`src/rtl/devwin_pkg.sv`:
```
package devwin_pkg;
  localparam int HOST_DW = 8;

  localparam logic [7:0] HPG_REMAP  = 8'h00;
  localparam logic [7:0] HPG_PAGE   = 8'h02;
  localparam logic [7:0] HPG_WINDOW = 8'h03;

  typedef enum logic [1:0] {
    TGT_REMAP,
    TGT_PAGE,
    TGT_WINDOW,
    TGT_NONE
  } host_tgt_e;

  function automatic host_tgt_e decode_tgt(input logic [7:0] page);
    case (page)
      HPG_REMAP:  return TGT_REMAP;
      HPG_PAGE:   return TGT_PAGE;
      HPG_WINDOW: return TGT_WINDOW;
      default:    return TGT_NONE;
    endcase
  endfunction
endpackage

```
`src/rtl/devwin_regs.sv`:
```
module devwin_regs
  import devwin_pkg::*;
(
  input  logic               clk,
  input  logic               rst_n,
  input  logic               wr_fire,
  input  host_tgt_e          tgt,
  input  logic [7:0]         offset,
  input  logic [HOST_DW-1:0] wdata,
  output logic               remap_q,
  output logic [7:0]         page_q
);
  always_ff @(posedge clk or negedge rst_n) begin
    if (!rst_n) begin
      remap_q <= 1'b0;
      page_q  <= '0;
    end else if (wr_fire) begin
      if (tgt == TGT_REMAP && offset == 8'h00) remap_q <= wdata[0];
      if (tgt == TGT_PAGE) page_q <= wdata;
    end
  end
endmodule

```
`src/rtl/devwin_host_port.sv`:
```
module devwin_host_port
  import devwin_pkg::*;
#(
  parameter int RAM_AW    = 13,
  parameter int OFS_W     = 8,
  parameter int PAGE_W    = 5,
  parameter int NUM_PAGES = 32
) (
  input  logic               clk,
  input  logic               rst_n,
  input  logic               host_req_valid,
  output logic               host_req_ready,
  input  logic               host_req_write,
  input  logic [7:0]         host_req_page,
  input  logic [7:0]         host_req_offset,
  input  logic [HOST_DW-1:0] host_req_wdata,
  output logic               host_rsp_valid,
  input  logic               host_rsp_ready,
  output logic [HOST_DW-1:0] host_rsp_data,
  input  logic               remap_q,
  input  logic [7:0]         page_q,
  output logic               wr_fire,
  output host_tgt_e          tgt,
  output logic               ram_we,
  output logic               ram_re,
  output logic [RAM_AW-1:0]  ram_addr,
  output logic [HOST_DW-1:0] ram_wdata,
  input  logic [HOST_DW-1:0] ram_rdata
);
  logic               fire;
  logic               page_ok;
  logic               win_ok;
  logic               rsp_live;
  logic [HOST_DW-1:0] rsp_hold;
  logic [HOST_DW-1:0] reg_rd;

  assign tgt            = decode_tgt(host_req_page);
  assign host_req_ready = ~host_rsp_valid;
  assign fire           = host_req_valid & host_req_ready;
  assign wr_fire        = fire & host_req_write;

  generate
    if (PAGE_W < 8) begin : g_page_range
      assign page_ok = (page_q[7:PAGE_W] == '0);
    end else begin : g_page_full
      assign page_ok = 1'b1;
    end
  endgenerate

  assign win_ok    = (tgt == TGT_WINDOW) & page_ok & ~remap_q;
  assign ram_we    = fire & host_req_write & win_ok;
  assign ram_re    = fire & ~host_req_write & win_ok;
  assign ram_addr  = {page_q[PAGE_W-1:0], host_req_offset[OFS_W-1:0]};
  assign ram_wdata = host_req_wdata;

  always_comb begin
    reg_rd = '0;
    case (tgt)
      TGT_REMAP: if (host_req_offset == 8'h00) reg_rd = {{(HOST_DW-1){1'b0}}, remap_q};
      TGT_PAGE:  reg_rd = page_q;
      default:   reg_rd = '0;
    endcase
  end

  always_ff @(posedge clk or negedge rst_n) begin
    if (!rst_n) begin
      host_rsp_valid <= 1'b0;
      rsp_live       <= 1'b0;
      rsp_hold       <= '0;
    end else begin
      if (rsp_live) begin
        rsp_hold <= ram_rdata;
        rsp_live <= 1'b0;
      end
      if (host_rsp_valid && host_rsp_ready) host_rsp_valid <= 1'b0;
      if (fire && !host_req_write) begin
        host_rsp_valid <= 1'b1;
        rsp_live       <= win_ok;
        if (!win_ok) rsp_hold <= reg_rd;
      end
    end
  end

  assign host_rsp_data = rsp_live ? ram_rdata : rsp_hold;

  // the window stays shut while remap is set
  assert_win_blocked_R7: assert property (@(posedge clk) disable iff (!rst_n)
    (ram_we || ram_re) |-> !remap_q);
  // strobes only for pages inside the RAM
  assert_page_range_R5: assert property (@(posedge clk) disable iff (!rst_n)
    (ram_we || ram_re) |-> (page_q <= 8'(NUM_PAGES - 1)));
  // a RAM read is answered on the next cycle
  assert_read_rsp_R4: assert property (@(posedge clk) disable iff (!rst_n)
    ram_re |=> host_rsp_valid);
  // a stalled response keeps its data
  assert_rsp_hold_R11: assert property (@(posedge clk) disable iff (!rst_n)
    (host_rsp_valid && !host_rsp_ready) |=> (host_rsp_valid && $stable(host_rsp_data)));
endmodule

```
`src/rtl/devwin_cpu_decode.sv`:
```
module devwin_cpu_decode #(
  parameter int                CPU_AW   = 16,
  parameter int                RAM_AW   = 13,
  parameter logic [CPU_AW-1:0] OTP_BASE = '0,
  parameter logic [CPU_AW-1:0] SEP_BASE = 16'h4000
) (
  input  logic              clk,
  input  logic              rst_n,
  input  logic              remap_q,
  input  logic              trace_en,
  input  logic              cpu_valid,
  input  logic [CPU_AW-1:0] cpu_addr,
  output logic              cpu_sel_otp,
  output logic              cpu_sel_ram,
  output logic [RAM_AW-1:0] cpu_ram_addr
);
  logic in_otp;
  logic in_sep;
  logic overlay;

  assign in_otp  = (cpu_addr[CPU_AW-1:RAM_AW] == OTP_BASE[CPU_AW-1:RAM_AW]);
  assign in_sep  = (cpu_addr[CPU_AW-1:RAM_AW] == SEP_BASE[CPU_AW-1:RAM_AW]);
  assign overlay = remap_q & ~trace_en;

  assign cpu_sel_otp  = cpu_valid & in_otp & ~overlay;
  assign cpu_sel_ram  = cpu_valid & ((in_otp & overlay) | (in_sep & ~overlay));
  assign cpu_ram_addr = cpu_addr[RAM_AW-1:0];

  // OTP and RAM never selected together
  assert_sel_excl_R8: assert property (@(posedge clk) disable iff (!rst_n)
    !(cpu_sel_otp && cpu_sel_ram));
  // trace capture keeps the RAM off the OTP range
  assert_trace_no_overlay_R10: assert property (@(posedge clk) disable iff (!rst_n)
    (trace_en && (cpu_addr[CPU_AW-1:RAM_AW] == OTP_BASE[CPU_AW-1:RAM_AW])) |-> !cpu_sel_ram);
endmodule

```
`src/rtl/devram_window.sv`:
```
module devram_window
  import devwin_pkg::*;
#(
  parameter int RAM_BYTES = 8192,
  parameter int WIN_BYTES = 256,
  parameter int CPU_AW    = 16,
  parameter logic [CPU_AW-1:0] OTP_BASE = '0,
  parameter logic [CPU_AW-1:0] SEP_BASE = 16'h4000,
  localparam int RAM_AW    = $clog2(RAM_BYTES),
  localparam int OFS_W     = $clog2(WIN_BYTES),
  localparam int PAGE_W    = RAM_AW - OFS_W,
  localparam int NUM_PAGES = RAM_BYTES / WIN_BYTES
) (
  input  logic               clk,
  input  logic               rst_n,
  input  logic               host_req_valid,
  output logic               host_req_ready,
  input  logic               host_req_write,
  input  logic [7:0]         host_req_page,
  input  logic [7:0]         host_req_offset,
  input  logic [HOST_DW-1:0] host_req_wdata,
  output logic               host_rsp_valid,
  input  logic               host_rsp_ready,
  output logic [HOST_DW-1:0] host_rsp_data,
  output logic               ram_we,
  output logic               ram_re,
  output logic [RAM_AW-1:0]  ram_addr,
  output logic [HOST_DW-1:0] ram_wdata,
  input  logic [HOST_DW-1:0] ram_rdata,
  input  logic               trace_en,
  input  logic               cpu_valid,
  input  logic [CPU_AW-1:0]  cpu_addr,
  output logic               cpu_sel_otp,
  output logic               cpu_sel_ram,
  output logic [RAM_AW-1:0]  cpu_ram_addr
);
  logic      remap_q;
  logic [7:0] page_q;
  logic      wr_fire;
  host_tgt_e tgt;

  devwin_host_port #(
    .RAM_AW(RAM_AW), .OFS_W(OFS_W), .PAGE_W(PAGE_W), .NUM_PAGES(NUM_PAGES)
  ) u_host (
    .clk(clk), .rst_n(rst_n),
    .host_req_valid(host_req_valid), .host_req_ready(host_req_ready),
    .host_req_write(host_req_write), .host_req_page(host_req_page),
    .host_req_offset(host_req_offset), .host_req_wdata(host_req_wdata),
    .host_rsp_valid(host_rsp_valid), .host_rsp_ready(host_rsp_ready),
    .host_rsp_data(host_rsp_data),
    .remap_q(remap_q), .page_q(page_q), .wr_fire(wr_fire), .tgt(tgt),
    .ram_we(ram_we), .ram_re(ram_re), .ram_addr(ram_addr),
    .ram_wdata(ram_wdata), .ram_rdata(ram_rdata)
  );

  devwin_regs u_regs (
    .clk(clk), .rst_n(rst_n), .wr_fire(wr_fire), .tgt(tgt),
    .offset(host_req_offset), .wdata(host_req_wdata),
    .remap_q(remap_q), .page_q(page_q)
  );

  devwin_cpu_decode #(
    .CPU_AW(CPU_AW), .RAM_AW(RAM_AW), .OTP_BASE(OTP_BASE), .SEP_BASE(SEP_BASE)
  ) u_cpu (
    .clk(clk), .rst_n(rst_n), .remap_q(remap_q), .trace_en(trace_en),
    .cpu_valid(cpu_valid), .cpu_addr(cpu_addr),
    .cpu_sel_otp(cpu_sel_otp), .cpu_sel_ram(cpu_sel_ram),
    .cpu_ram_addr(cpu_ram_addr)
  );
endmodule

```
`config.mk`:
```
export PLATFORM = sky130hd
export DESIGN_NAME = devram_window
export DESIGN_NICKNAME = d
export VERILOG_FILES = /design/src/rtl/devwin_pkg.sv /design/src/rtl/devwin_regs.sv /design/src/rtl/devwin_host_port.sv /design/src/rtl/devwin_cpu_decode.sv /design/src/rtl/devram_window.sv
export SDC_FILE = /design/constraint.sdc
export NUM_CORES = 1
export LEC_CHECK = 0
export CAP_MARGIN = 20
export CORE_MARGIN = 2
export CORE_UTILIZATION = 29
export DETAILED_ROUTE_END_ITERATION = 10
export GPL_TIMING_DRIVEN = 1
export PLACE_DENSITY = 0.77
export SYNTH_ARGS = -nofsm -noshare
export SYNTH_HDL_FRONTEND = slang
export SYNTH_SLANG_ARGS = --single-unit
export TNS_END_PERCENT = 5
```
`constraint.sdc`:
```
create_clock -name clk -period 1.5 [get_ports clk]
set_input_delay 0.225 -clock clk [delete_from_list [all_inputs] [get_ports clk]]
set_output_delay 0.225 -clock clk [all_outputs]
set_load 0.005 [all_outputs]
```
==> results.yml <==
run_status:
  status: "finished, violations left"
  violations: "setup timing"
logic_synthesis:
  async_reset_ff_share_pct: 100
  syn_area_per_cell_um2: 10.9
  syn_inst: 111
  synth_edf_count: 0
  seq_area_frac_synth_pct: 39.4
  synthTopCellsByCount: "34 x buf_4, 19 x dfrtp_1, 9 x mux2_2"
  ys_ff_latch: 19
  syn_area_um2: 1210
  synth_top_area_cell: "dfrtp_1"
  synthesis.nets: 166
  ys_warn_count: 0
  synth_most_common_cell: "buf_4"
  synth_flop_cell: "dfrtp_1"
  synth.top_cell.area_share_pct: 39.4
  ys_types: 22
  synthTopCellsByArea: "dfrtp_1 39%, buf_4 21%, mux2_4 10%"
setup_path:
  crit_slowest_cell: "dfrtp_1"
  cp.arrival_ns: 1.43
  cp.depth: 5
  startpoint: "u_regs.page_q[6]$_DFFE_PN0P_"
  max_stage_delay_ns: 0.39
  crit_required_ns: 1.27
  cp-start-kind: "flop"
  path_cells: "nor4_2 -> nand4b_1 -> buf_4 -> nor2_4 -> buf_2"
  cp_max_fo: 2
  reg2regPathDepth: 5
  critPathKind: "flop to output pin"
  r2r-start: "u_host.host_rsp_valid$_DFFE_PN0P_"
  critPathBufInv: 2
  end_kind: "output pin"
  cpLargestDelayFamily: "simple AND/OR/NAND/NOR gates"
cells_and_area:
  antennaDiodeCount: 0
  post-route-util_pct: 51.6
  nNetsFinal: 245
  finalInstanceArea_um2: 2060
  regArea_um2: 475
  syn_to_final_growth_pct: 71.1
  drive_above_1_share_pct: 40.2
  fillers: 400
  multi_input_area_um2: 497
  fin_cells: 239
global_routing:
  globalRouteMet3Util_pct: 2.60
  use_met1_pct: 17.5
  grt.overflow.total: 0
  grt_pass1_vias: 1066
  grtUsageMet2_pct: 22.2
  grt_max_degree: 20
  antenna_found_initial: 0
  grt.busiest_layer: "met2"
  grt_first_pass_wirelength_mm: 4.89
  grt_usage_pct: 13.8
timing:
  drv_slew: 0
  worst_pin_slew_ns: 0.356
  fin_crit_ns: 1.65
  setup_viol: 16
  fmax_mhz: 605
  finalWorstSetupSlack_ns: -0.154
  holdWs_ns: 0.298
  rsz0062_at_grt: "yes"
  finalHoldViolations: 0
  relSlewSlack_pct: 76.2
  min_period_over_period_pct: 110
  skew_ns: 0.00295
routing:
  vias: 1032
  routedWlPerCell_um: 13.0
  vias_per_cell: 4.32
  drc_errors: 0
  drt_iter0_drc: 28
  first_pass_iters: 4
  ant_nets: 0
  wirelength_mm: 3.10
min_path:
  hold_class: "input port to asynchronous set/reset pin"
die:
  dieArea_um2: 4690
  start_util_pct: 30.2
  core-area_um2: 4000
  fp.dieH_um: 68.5
  core.rowCount: 23
  die_w_um: 68.5
  io_pins: 103
clock_network:
  h-tree-depth: 1
  cts-root-buf: "clkbuf_8"
  cts_max_path_buffers: 2
  holdBufCountCts: 0
  cts_tree: "done"
  clkSlewWorstSetupHoldPaths_ns: 0.07
  clkSinkCount: 19
  numCtsBuffers: 3
  clk-insertion-delay-late_ns: 0.25
job:
  cap_violations: 0
placement:
  port_buffers: 76
  post-dp-hpwl_mm: 2.50
  dp.cells: 231
  gpl.final_weighted_congestion: 0.731
  place_ws_ns: -0.608
  place_area_um2: 2010
pwr:
  leakage_nw: 0.987
  peakVddDrop_uv: 294
  p_per_area_nw_per_um2: 550
## cells by family (layout without fill, tap and decap cells)
group,count (synthesis),in the layout,synth area share [%]
compound gates,10,10,6.85
xor+xnor,1,1,0.726
buf+inv,39,117,23.3
flops,19,19,39.4
mux,17,17,18.4
simple gates,25,25,11.3
## cells in the final DEF, fill, tap and decap left out, types with 2 or more instances in the layout
master           count
dlygate4sd2_1        7
nand2_1              2
a22o_1               7
nor3_1               2
nand3_1              2
nor4_1               2
mux2_2               7
nor2_2               2
nor2_1               4
clkdlybuf4s50_1     55
nand3b_1             2
buf_2                5
mux2_4              10
inv_1                2
buf_6                2
clkbuf_8             3
nor3_2               2
dfrtp_1             19
clkbuf_2             7
buf_4               31
## path summary, 6_finish.rpt
path / slack [ns] / end
setup / recovery: -0.15 / ram_re
hold / removal: 0.30 / u_host.rsp_hold[4]$_DFF_PN0_
setup reg to reg: -0.03 / u_regs.page_q[3]$_DFFE_PN0P_
hold reg to reg: 0.54 / u_host.rsp_hold[0]$_DFF_PN0_
max in group asynchronous: 1.01 / u_regs.page_q[7]$_DFFE_PN0P_
min in group clk: 0.45 / cpu_ram_addr[11]
## per-layer routing
layer	share of wire, %	vias up
met2	52	35
met4	2.4	0
met1	41	478
li1	-	511
met5	0	-
met3	4.8	8
## power by group
part	internal, mW	switching, mW	leakage (nW)	total, mW
sequential	0.520	0.00617	0.264	0.527
combinational	0.182	0.0818	0.701	0.264
clock	0.188	0.155	0.0228	0.344
## sequential cells by signal (all words and copies together), names as in the netlist
signal	cells
u_host.host_rsp_valid	1
u_host.rsp_hold	8
u_host.rsp_live	1
u_regs.page_q	8
u_regs.remap_q	1
## stage by stage
step,TNS [ns],power (mW)
global placement,-9.30,0.804
detailed placement,-9.76,0.808
floorplan,-0.673,0.634
finish,-0.876,1.13
CTS,-1.21,1.15
global route,-1.75,1.18
## what timing repair did
| action | 4_1_cts | 5_1_grt |
|---|---|---|
| resized for setup | 61 | 9 |
| pin swaps | 8 | 6 |
| setup buffers | 4 | 0 |
| setup endpoints to repair | 30 | 29 |
## area by class of cell
cell class / count / area share, %
flip-flops and latches: 19 / 23.0
repair buffers: 110 / 47.1
inverters: 3 / 0.546
clock buffers: 4 / 2.18
multi-input cells: 53 / 24.1
well taps: 50 / 3.03
Power figures use the tool's default switching activity.
